`src/rtl/dcm_pkg.sv`:
```
package dcm_pkg;
  typedef enum logic [1:0] {
    OP_CDE  = 2'd0,
    OP_HINV = 2'd1,
    OP_HWBI = 2'd2,
    OP_RSVD = 2'd3
  } op_e;

  typedef enum logic [2:0] {
    S_IDLE,
    S_LOOK,
    S_WB,
    S_UPD,
    S_DONE
  } st_e;

  localparam int DATA_W = 64;
  localparam int CHK_W  = 8;

  // data bits covered by Hamming check bit c
  function automatic logic [DATA_W-1:0] chk_mask(input int c);
    logic [DATA_W-1:0] m;
    int pos;
    m   = '0;
    pos = 0;
    for (int d = 0; d < DATA_W; d++) begin
      pos++;
      while ((pos & (pos - 1)) == 0) pos++;
      m[d] = ((pos >> c) & 1) == 1;
    end
    return m;
  endfunction
endpackage

```
`src/rtl/dcm_ecc.sv`:
```
module dcm_ecc
  import dcm_pkg::*;
(
  input  logic [DATA_W-1:0] data_i,
  output logic [CHK_W-1:0]  chk_o
);
  logic [CHK_W-2:0] ham;

  for (genvar c = 0; c < CHK_W - 1; c++) begin : g_ham
    localparam logic [DATA_W-1:0] MASK = chk_mask(c);
    assign ham[c] = ^(data_i & MASK);
  end

  assign chk_o = {(^data_i) ^ (^ham), ham};
endmodule

```
`src/rtl/dcm_ctrl.sv`:
```
module dcm_ctrl
  import dcm_pkg::*;
#(
  parameter int ADDR_W   = 32,
  parameter int LINE_DW  = 4,
  parameter int IDX_W    = 4,
  parameter int DWS_W    = 2,
  parameter int TAG_W    = 23
) (
  input  logic              clk_i,
  input  logic              rst_ni,
  input  logic              start_i,
  input  logic [1:0]        op_i,
  input  logic [ADDR_W-1:0] paddr_i,
  input  logic              l2_present_i,
  input  logic              ecc_en_i,
  input  logic              tag_valid_i,
  input  logic              tag_dirty_i,
  input  logic [TAG_W-1:0]  tag_i,
  output logic [IDX_W-1:0]  idx_o,
  output logic [DWS_W-1:0]  req_dw_o,
  output logic [DWS_W-1:0]  beat_o,
  output logic              wb_act_o,
  output logic [TAG_W-1:0]  vic_tag_o,
  output logic              l2_o,
  output logic              ecc_en_o,
  output logic              tag_we_o,
  output logic              tag_valid_o,
  output logic              tag_dirty_o,
  output logic [TAG_W-1:0]  tag_o,
  output logic              busy_o,
  output logic              done_o,
  output logic              hit_o
);
  localparam int OFF_W = 3;
  localparam logic [DWS_W-1:0] LAST_BEAT = DWS_W'(LINE_DW - 1);

  st_e              st_q;
  op_e              op_q;
  logic [TAG_W-1:0] tag_q, vic_q;
  logic [IDX_W-1:0] idx_q;
  logic [DWS_W-1:0] dw_q, beat_q;
  logic             l2_q, een_q, hit_q;
  logic             hit;

  assign hit = tag_valid_i && (tag_i == tag_q);

  always_ff @(posedge clk_i or negedge rst_ni) begin
    if (!rst_ni) begin
      st_q   <= S_IDLE;
      op_q   <= OP_RSVD;
      tag_q  <= '0;
      vic_q  <= '0;
      idx_q  <= '0;
      dw_q   <= '0;
      beat_q <= '0;
      l2_q   <= 1'b0;
      een_q  <= 1'b0;
      hit_q  <= 1'b0;
    end else begin
      unique case (st_q)
        S_IDLE: if (start_i) begin
          op_q  <= op_e'(op_i);
          tag_q <= paddr_i[ADDR_W-1 -: TAG_W];
          idx_q <= paddr_i[OFF_W+DWS_W +: IDX_W];
          dw_q  <= paddr_i[OFF_W +: DWS_W];
          l2_q  <= l2_present_i;
          een_q <= ecc_en_i;
          st_q  <= S_LOOK;
        end
        S_LOOK: begin
          hit_q  <= hit;
          vic_q  <= tag_i;
          beat_q <= '0;
          unique case (op_q)
            OP_CDE:  st_q <= (tag_valid_i && tag_dirty_i && !hit) ? S_WB : S_UPD;
            OP_HINV: st_q <= hit ? S_UPD : S_DONE;
            OP_HWBI: st_q <= hit ? (tag_dirty_i ? S_WB : S_UPD) : S_DONE;
            default: st_q <= S_DONE;
          endcase
        end
        S_WB: begin
          beat_q <= beat_q + 1'b1;
          if (beat_q == LAST_BEAT) st_q <= S_UPD;
        end
        S_UPD:   st_q <= S_DONE;
        default: st_q <= S_IDLE;
      endcase
    end
  end

  assign idx_o       = idx_q;
  assign req_dw_o    = dw_q;
  assign beat_o      = beat_q;
  assign wb_act_o    = (st_q == S_WB);
  assign vic_tag_o   = vic_q;
  assign l2_o        = l2_q;
  assign ecc_en_o    = een_q;
  assign tag_we_o    = (st_q == S_UPD);
  // create-dirty-exclusive claims the line, both hit commands drop it
  assign tag_valid_o = (op_q == OP_CDE);
  assign tag_dirty_o = (op_q == OP_CDE);
  assign tag_o       = (op_q == OP_CDE) ? tag_q : vic_q;
  assign busy_o      = (st_q != S_IDLE);
  assign done_o      = (st_q == S_DONE);
  assign hit_o       = hit_q;
endmodule

```
`src/rtl/dcm_wb_path.sv`:
```
module dcm_wb_path
  import dcm_pkg::*;
#(
  parameter int ADDR_W = 32,
  parameter int IDX_W  = 4,
  parameter int DWS_W  = 2,
  parameter int TAG_W  = 23
) (
  input  logic              wb_act_i,
  input  logic              l2_i,
  input  logic              ecc_en_i,
  input  logic [CHK_W-1:0]  ecc_xor_i,
  input  logic [DWS_W-1:0]  beat_i,
  input  logic [DWS_W-1:0]  req_dw_i,
  input  logic [TAG_W-1:0]  vic_tag_i,
  input  logic [IDX_W-1:0]  idx_i,
  input  logic [DATA_W-1:0] data_i,
  input  logic [CHK_W-1:0]  chk_i,
  output logic              wb_valid_o,
  output logic              wb_l2_o,
  output logic [ADDR_W-1:0] wb_addr_o,
  output logic [DATA_W-1:0] wb_data_o,
  output logic [CHK_W-1:0]  wb_ecc_o
);
  logic inject;

  assign inject     = l2_i && ecc_en_i && (beat_i == req_dw_i);
  assign wb_valid_o = wb_act_i;
  assign wb_l2_o    = l2_i;
  assign wb_addr_o  = {vic_tag_i, idx_i, beat_i, 3'b000};
  assign wb_data_o  = data_i;
  assign wb_ecc_o   = inject ? (chk_i ^ ecc_xor_i) : chk_i;
endmodule

```
`src/rtl/dcache_maint.sv`:
```
module dcache_maint
  import dcm_pkg::*;
#(
  parameter int ADDR_W   = 32,
  parameter int SETS     = 16,
  parameter int LINE_DW  = 4,
  localparam int IDX_W    = $clog2(SETS),
  localparam int DW_SEL_W = $clog2(LINE_DW),
  localparam int TAG_W    = ADDR_W - IDX_W - DW_SEL_W - 3
) (
  input  logic                clk_i,
  input  logic                rst_ni,
  input  logic                start_i,
  input  logic [1:0]          op_i,
  input  logic [ADDR_W-1:0]   paddr_i,
  input  logic                l2_present_i,
  input  logic                ecc_en_i,
  input  logic [7:0]          ecc_xor_i,
  output logic                busy_o,
  output logic                done_o,
  output logic                hit_o,
  output logic [IDX_W-1:0]    tag_idx_o,
  input  logic                tag_valid_i,
  input  logic                tag_dirty_i,
  input  logic [TAG_W-1:0]    tag_i,
  output logic                tag_we_o,
  output logic                tag_valid_o,
  output logic                tag_dirty_o,
  output logic [TAG_W-1:0]    tag_o,
  output logic [IDX_W-1:0]    data_idx_o,
  output logic [DW_SEL_W-1:0] data_dw_o,
  input  logic [63:0]         data_i,
  output logic                wb_valid_o,
  output logic                wb_l2_o,
  output logic [ADDR_W-1:0]   wb_addr_o,
  output logic [63:0]         wb_data_o,
  output logic [7:0]          wb_ecc_o
);
  logic [IDX_W-1:0]    idx;
  logic [DW_SEL_W-1:0] req_dw, beat;
  logic                wb_act, l2, een;
  logic [TAG_W-1:0]    vic_tag;
  logic [CHK_W-1:0]    chk;

  dcm_ctrl #(
    .ADDR_W (ADDR_W),
    .LINE_DW(LINE_DW),
    .IDX_W  (IDX_W),
    .DWS_W  (DW_SEL_W),
    .TAG_W  (TAG_W)
  ) u_ctrl (
    .clk_i       (clk_i),
    .rst_ni      (rst_ni),
    .start_i     (start_i),
    .op_i        (op_i),
    .paddr_i     (paddr_i),
    .l2_present_i(l2_present_i),
    .ecc_en_i    (ecc_en_i),
    .tag_valid_i (tag_valid_i),
    .tag_dirty_i (tag_dirty_i),
    .tag_i       (tag_i),
    .idx_o       (idx),
    .req_dw_o    (req_dw),
    .beat_o      (beat),
    .wb_act_o    (wb_act),
    .vic_tag_o   (vic_tag),
    .l2_o        (l2),
    .ecc_en_o    (een),
    .tag_we_o    (tag_we_o),
    .tag_valid_o (tag_valid_o),
    .tag_dirty_o (tag_dirty_o),
    .tag_o       (tag_o),
    .busy_o      (busy_o),
    .done_o      (done_o),
    .hit_o       (hit_o)
  );

  dcm_ecc u_ecc (
    .data_i(data_i),
    .chk_o (chk)
  );

  dcm_wb_path #(
    .ADDR_W(ADDR_W),
    .IDX_W (IDX_W),
    .DWS_W (DW_SEL_W),
    .TAG_W (TAG_W)
  ) u_wb (
    .wb_act_i  (wb_act),
    .l2_i      (l2),
    .ecc_en_i  (een),
    .ecc_xor_i (ecc_xor_i),
    .beat_i    (beat),
    .req_dw_i  (req_dw),
    .vic_tag_i (vic_tag),
    .idx_i     (idx),
    .data_i    (data_i),
    .chk_i     (chk),
    .wb_valid_o(wb_valid_o),
    .wb_l2_o   (wb_l2_o),
    .wb_addr_o (wb_addr_o),
    .wb_data_o (wb_data_o),
    .wb_ecc_o  (wb_ecc_o)
  );

  assign tag_idx_o  = idx;
  assign data_idx_o = idx;
  assign data_dw_o  = beat;
endmodule

```
`config.mk`:
```
export PLATFORM = sky130hd
export DESIGN_NAME = dcache_maint
export DESIGN_NICKNAME = d
export VERILOG_FILES = /design/src/rtl/dcm_pkg.sv /design/src/rtl/dcm_ecc.sv /design/src/rtl/dcm_ctrl.sv /design/src/rtl/dcm_wb_path.sv /design/src/rtl/dcache_maint.sv
export SDC_FILE = /design/constraint.sdc
export NUM_CORES = 1
export LEC_CHECK = 0
export BUFFER_PORTS_ARGS = -buffer_cell sky130_fd_sc_hd__buf_2
export CORE_MARGIN = 10
export CORE_UTILIZATION = 41
export CTS_BUF_LIST = sky130_fd_sc_hd__clkbuf_16
export CTS_CLUSTER_SIZE = 30
export DETAILED_ROUTE_END_ITERATION = 7
export PLACE_DENSITY = 0.85
export SLEW_MARGIN = 20
export SYNTH_ARGS = -nofsm -noshare
export SYNTH_HDL_FRONTEND = slang
export SYNTH_SLANG_ARGS = --single-unit
```
`constraint.sdc`:
```
create_clock -name clk_i -period 2.2 [get_ports clk_i]
set_input_delay 0.11 -clock clk_i [delete_from_list [all_inputs] [get_ports clk_i]]
set_output_delay 0.11 -clock clk_i [all_outputs]
set_load 0.005 [all_outputs]
```
==> flow_summary.json, run 1 <==
{
  "outcome": "complete, but fails checks",
  "violations": "negative setup slack",
  "ys_seq_area_frac": 0.316,
  "p_leak_nw": 3.55,
  "design_area_sq_mm": 0.00704,
  "synth.most_common_cell": "xnor2_1",
  "std_cell_rows": 39,
  "synth_top_area_frac": 0.306,
  "cp.arrival_ns": 2.25,
  "final_antenna_net_count": 0,
  "rsz0062_at_grt": "true",
  "firstDrtPassIters": 4,
  "fmax_ghz": 0.423,
  "power_density_mw_per_mm2": 1420,
  "die_w_um": 129,
  "drt_iter0_markers": 92,
  "critical_path.startpoint_type": "input port",
  "start_util": 0.425,
  "instances_no_fill": 840,
  "critPathMaxFanout": 3,
  "grt_max_degree": 34,
  "die-area_sq_mm": 0.0168,
  "ys_top_cells_by_count": "xnor2_1, mux2_2, buf_4, dfrtp_1, xnor3_1",
  "synthDistinctLibCells": 30,
  "wire_per_inst_um": 20.5,
  "drv_slew": 0,
  "max_cap_viol_count": 0,
  "synthArstFlopShare": 1.00,
  "synthTopCellsByArea": "dfrtp_1, mux2_2, xnor2_1",
  "setup_violations": 2,
  "ys_seq_elements": 62,
  "final_nets": 828,
  "insertion_delay_ns": 0.33,
  "drive_gt1_frac": 0.672,
  "worstSetupPathType": "in2out",
  "io_pins": 281,
  "grt_pass1_vias": 4587,
  "synth_top_area_cell": "dfrtp_1",
  "hold_class": "in2reg",
  "final_core_util": 0.609,
  "dpl.hpwl_um": 13500,
  "cts_max_path_buffers": 2,
  "yosys_warnings": 0,
  "synth.avg_cell_area_sq_um": 11.7,
  "cp.required_ns": 2.09,
  "dp.cells": 814,
  "drc": 0,
  "core_sq_mm": 0.0116,
  "antenna_found_initial": 1,
  "hold_viol": 0,
  "finClkSkew_ns": 0.00564,
  "viasPerCell": 4.89,
  "worstMarginPinSlew_ns": 0.707,
  "grt_usage": 0.192,
  "fin_crit_sh": 1.07,
  "syn_to_final_growth_pct": 43.4,
  "period_needed_ns": 2.36,
  "synth-main-ff-cell": "dfrtp_1",
  "syn_inst": 420,
  "cts_made_buffers": 9,
  "syn-cell-area_sq_mm": 0.00491,
  "peakVddDrop_uv": 955,
  "die_h_um": 129,
  "max_slew_margin": 0.529,
  "cts_root_buffer": "clkbuf_16",
  "fin_ws_ns": -0.163,
  "wirelength_um": 17200,
  "place_congestion": 0.909,
  "numPortBuffers": 274,
  "synth_edf_count": 0,
  "clkSinkCount": 62,
  "grt_pass1_wl_um": 24900,
  "vias": 4104,
  "cts.htree.levels": 3,
  "dpl-instance-area_sq_mm": 0.00634,
  "cts.reportedPaths.clkPinSlew_ns": 0.05,
  "overflow": 0,
  "fill_cells": 909,
  "cts_tree": "done",
  "crit_path_end_kind": "output pin"
}
==> per-stage QoR <==
stage	total power, mW	hold slack [ns]	setup WS, ns	setup TNS [ns]
after floorplan	5.83	-0.186	0.0479	0
after global placement	8.03	0.195	-0.240	-0.254
after detailed placement	8.19	0.194	-0.297	-0.333
after CTS	10.0	0.0000565	-0.137	-0.137
after global routing	10.6	0.00864	-0.230	-0.394
final	10.0	0.00967	-0.163	-0.186
==> registers in the layout (all words and copies together), names as in the netlist <==
| register | cells |
|---|---|
| u_ctrl.beat_o | 2 |
| u_ctrl.tag_q | 23 |
| u_ctrl.st_q | 3 |
| u_ctrl.idx_o | 4 |
| u_ctrl.hit_o | 1 |
| u_ctrl.l2_o | 1 |
| u_ctrl.op_q | 2 |
| u_ctrl.vic_tag_o | 23 |
| u_ctrl.req_dw_o | 2 |
| u_ctrl.ecc_en_o | 1 |
==> where the power goes <==
group | internal (mW) | switching [mW]
sequential | 1.75 | 0.494
combinational | 3.79 | 2.51
clock | 0.976 | 0.492
==> final timing paths <==
kind / from / to / cells after the start / slack (ns)
max: data_i[4] / wb_ecc_o[7] / 9 / -0.16
min: paddr_i[8] / u_ctrl.idx_o[3] / 2 / 0.01
max reg2reg: u_ctrl.tag_q[1] / u_ctrl.st_q[0] / 7 / 0.37
min reg2reg: u_ctrl.st_q[2] / u_ctrl.st_q[0] / 1 / 0.51
max in group asynchronous: rst_ni / u_ctrl.vic_tag_o[6] / 3 / 1.20
min in group asynchronous: rst_ni / u_ctrl.vic_tag_o[16] / 2 / 0.37
==> placed cells by master (no fill, tap or decap), drive strengths merged, types with 2 or more instances in the layout <==
cell / n
nand3: 2
clkbuf: 9
buf: 342
nand2: 12
mux2: 80
inv: 6
a21oi: 2
nand4: 6
clkinv: 2
nand2b: 2
xnor3: 22
o21ai: 2
dfstp: 2
nor2: 9
xor2: 19
conb: 3
bufinv: 2
dfrtp: 60
xnor2: 101
==> area by class of cell <==
class | count | area (sq um) | share of cell area
timing repair buffer | 343 | 2000 | 0.284
antenna | 1 | 2.50 | 0.000355
tap | 143 | 179 | 0.0254
inverter | 3 | 11.3 | 0.00160
clock inverter | 7 | 83.8 | 0.0119
sequential | 62 | 1550 | 0.221
clock buffer | 9 | 225 | 0.0320
multi-input combinational | 272 | 2990 | 0.425
==> worst max-delay path, stage by stage <==
cell and delay (ns):
buf_8 0.10, xnor3_1 0.38, xnor3_1 0.44, buf_4 0.15
xnor3_1 0.21, xnor2_2 0.19, xnor3_1 0.34, xnor3_1 0.21
buf_2 0.12
==> routing by layer <==
metal / GRT usage / vias to the layer above / part of all wire
met2: 0.368 / 232 / 0.53
met3: 0.0759 / 32 / 0.10
met5: 0 / - / 0
li1: - / 1872 / -
met1: 0.177 / 1968 / 0.34
met4: 0.0754 / 0 / 0.026
==> repair_timing <==
action	in CTS	in global routing
endpoints found under the setup margin	5	4
buffers inserted	13	2
gates cloned	0	0
pin swaps	28	5
hold endpoints to repair	27	0
resized for setup	43	12
hold buffers	1	0
==> cell families (layout without fill, tap and decap cells) <==
group,count (synthesis),after routing,synth area share
multiplexers,80,80,0.183
other,1,4,0.000764
flip-flops,62,62,0.316
XOR/XNOR,143,143,0.323
AND/OR/NAND/NOR,37,37,0.0362
AO/OA/AOI/OAI,8,8,0.0110
adder cells (fa/ha/maj),1,1,0.00255
buffers and inverters,88,362,0.127
(Power assumes the default switching activity.)
==> run 2, diff against run 1 <==
CORE_UTILIZATION = 49   (was 41)
PLACE_DENSITY = 0.95   (was 0.85)
clock period = 2.75 ns   (was 2.2 ns; I/O delays follow)
==> flow_summary.json, run 2 (same netlist as run 1, synthesis figures left out) <==
{
  "r2r_cells": 6,
  "overflow": 0,
  "cts.htree.levels": 3,
  "fill_cells": 766,
  "final_nets": 766,
  "outcome": "finished clean",
  "cts_root_buffer": "clkbuf_16",
  "crit_slowest_cell": "xnor3_1",
  "insertion_delay_ns": 0.33,
  "swShare": 0.360,
  "hold_viol": 0,
  "hold_class": "in2reg",
  "place_congestion": 0.923,
  "max_cap_viol_count": 0,
  "fin_crit_sh": 0.943,
  "vias": 3854,
  "seq_power_share": 0.246,
  "finClkSkew_ns": 0.00615,
  "final_cell_mix": "buf_2, xnor2_1, mux2_2",
  "met3_usage": 0.0802,
  "grt_util_met2": 0.411,
  "drive_gt1_frac": 0.604,
  "critical_path.startpoint_type": "input port",
  "grt-busiest-layer": "met2",
  "wire_per_inst_um": 21.0,
  "critPathMaxFanout": 3,
  "firstDrtPassIters": 4,
  "core_sq_mm": 0.00977,
  "met1_usage": 0.207,
  "cts.reportedPaths.clkPinSlew_ns": 0.06,
  "antenna_cells": 0,
  "viasPerCell": 5.02,
  "max_slew_margin": 0.591,
  "clkSinkCount": 62,
  "crit_chain": "buf_2, xnor2_2, xnor3_1, xnor2_1, xnor3_1, xnor3_1, xnor3_1, buf_2",
  "critical_path_buf_inv_count": 2,
  "ff_latch_area_sq_mm": 0.00155,
  "power_density_mw_per_mm2": 1200,
  "die-area_sq_mm": 0.0144,
  "worstMarginPinSlew_ns": 0.613,
  "std_cell_rows": 36,
  "pwr-share-clk": 0.163,
  "drt_iter0_markers": 114,
  "crit_path_end_kind": "output pin",
  "finalPower_mw": 7.48,
  "p_leak_nw": 3.08,
  "crit_path_max_incr_delay_ns": 0.46,
  "power.switching_mw": 2.70,
  "die_h_um": 120,
  "post_cts_resize_count": 0,
  "p_int_mw": 4.79,
  "io_pins": 281,
  "peakVddDrop_uv": 740,
  "antenna_found_initial": 0,
  "wirelength_um": 16100,
  "final_antenna_net_count": 0,
  "grt_max_degree": 50,
  "syn_to_final_growth_pct": 27.5,
  "setup_violations": 0,
  "die_w_um": 120,
  "fin_tns_setup_ns": 0,
  "multi_input_area_sq_mm": 0.00275,
  "hold_depth": 2,
  "start_util": 0.502,
  "cp.required_ns": 2.61,
  "timing.rr.start": "u_ctrl.tag_q[5]",
  "r2r-end": "u_ctrl.st_q[0]",
  "grt_usage": 0.215,
  "cts_max_path_buffers": 2,
  "dpl.hpwl_um": 13500,
  "min_to": "u_ctrl.tag_q[22]",
  "drc": 0,
  "fmax_ghz": 0.385,
  "comb_power_share": 0.591,
  "drv_slew": 0,
  "numPortBuffers": 274,
  "rsz0062_at_grt": "false",
  "r2r_slack_ns": 0.63,
  "cts_made_buffers": 9,
  "worstHoldStart": "paddr_i[31]",
  "cp.arrival_ns": 2.46,
  "worst_path_dominant_cell_family": "XOR/XNOR gates",
  "worstSetupPathType": "in2out",
  "mostFrequentLayoutCell": "buf_2",
  "crit_top_cell": "xnor3_1",
  "grt_pass1_wl_um": 24600,
  "period_needed_ns": 2.59,
  "grt_pass1_vias": 4455,
  "cts_tree": "done"
}
[run 2: cell count changes in the layout (fill, tap and decap cells not counted), moves of 4 or more]
cell,delta
buf_4,-54
buf_2,+6
xnor2_1,+20
xor2_1,+4
buf_6,-11
xnor2_2,-17
[run 2: worst max path at each step]
stage	start	to	slack, ns	depth (start not counted)
after floorplan	data_i[48]	wb_ecc_o[7]	0.54	6
after global placement	data_i[48]	wb_ecc_o[7]	0.23	8
after detailed placement	data_i[48]	wb_ecc_o[7]	0.15	8
after CTS	data_i[48]	wb_ecc_o[7]	0.14	8
after global routing	data_i[48]	wb_ecc_o[7]	0.07	8
final	data_i[48]	wb_ecc_o[7]	0.16	8
[run 2: final cells by class]
| type | instances | area share |
|---|---|---|
| clock buffer | 9 | 0.0360 |
| clock inverter | 7 | 0.0156 |
| inverter | 3 | 0.00180 |
| multi-input combinational | 272 | 0.440 |
| sequential | 62 | 0.248 |
| tap | 133 | 0.0266 |
| timing repair buffer | 281 | 0.232 |
[run 2: through the flow]
step | hold slack [ns] | setup slack [ns] | utilization | std cells | cell area (sq um)
finish | 0.0428 | 0.155 | 0.641 | 767 | 6260
global route | 0.0393 | 0.0674 | 0.641 | 767 | 6260
CTS | 0.0326 | 0.140 | 0.639 | 766 | 6250
detailed placement | 0.376 | 0.154 | 0.606 | 750 | 5930
global placement | 0.362 | 0.225 | 0.606 | 750 | 5930
floorplan | -0.158 | 0.543 | - | 422 | 4920
[run 2: repair_timing]
action                     in CTS  in global routing
hold buffers                    0                  1
buffers inserted                0                  0
setup endpoints to repair       0                  0
hold endpoints to repair        0                 45
[run 2: power groups by stage]
stage	clock network [mW]	logic (mW)	registers [mW]
3_3_place_gp	0	4.36	1.77
2_1_floorplan	0	2.92	1.75
4_1_cts	1.24	4.50	1.84
5_1_grt	1.29	4.76	1.91
6_report	1.22	4.42	1.84
3_5_place_dp	0	4.47	1.83
[run 2: routing by layer]
layer  vias up  wire, um  share of wire
met2       203      8710           0.54
li1       1745         -              -
met3        27      1540          0.096
met5         -         0              0
met1      1879      5540           0.34
met4         0       344          0.021
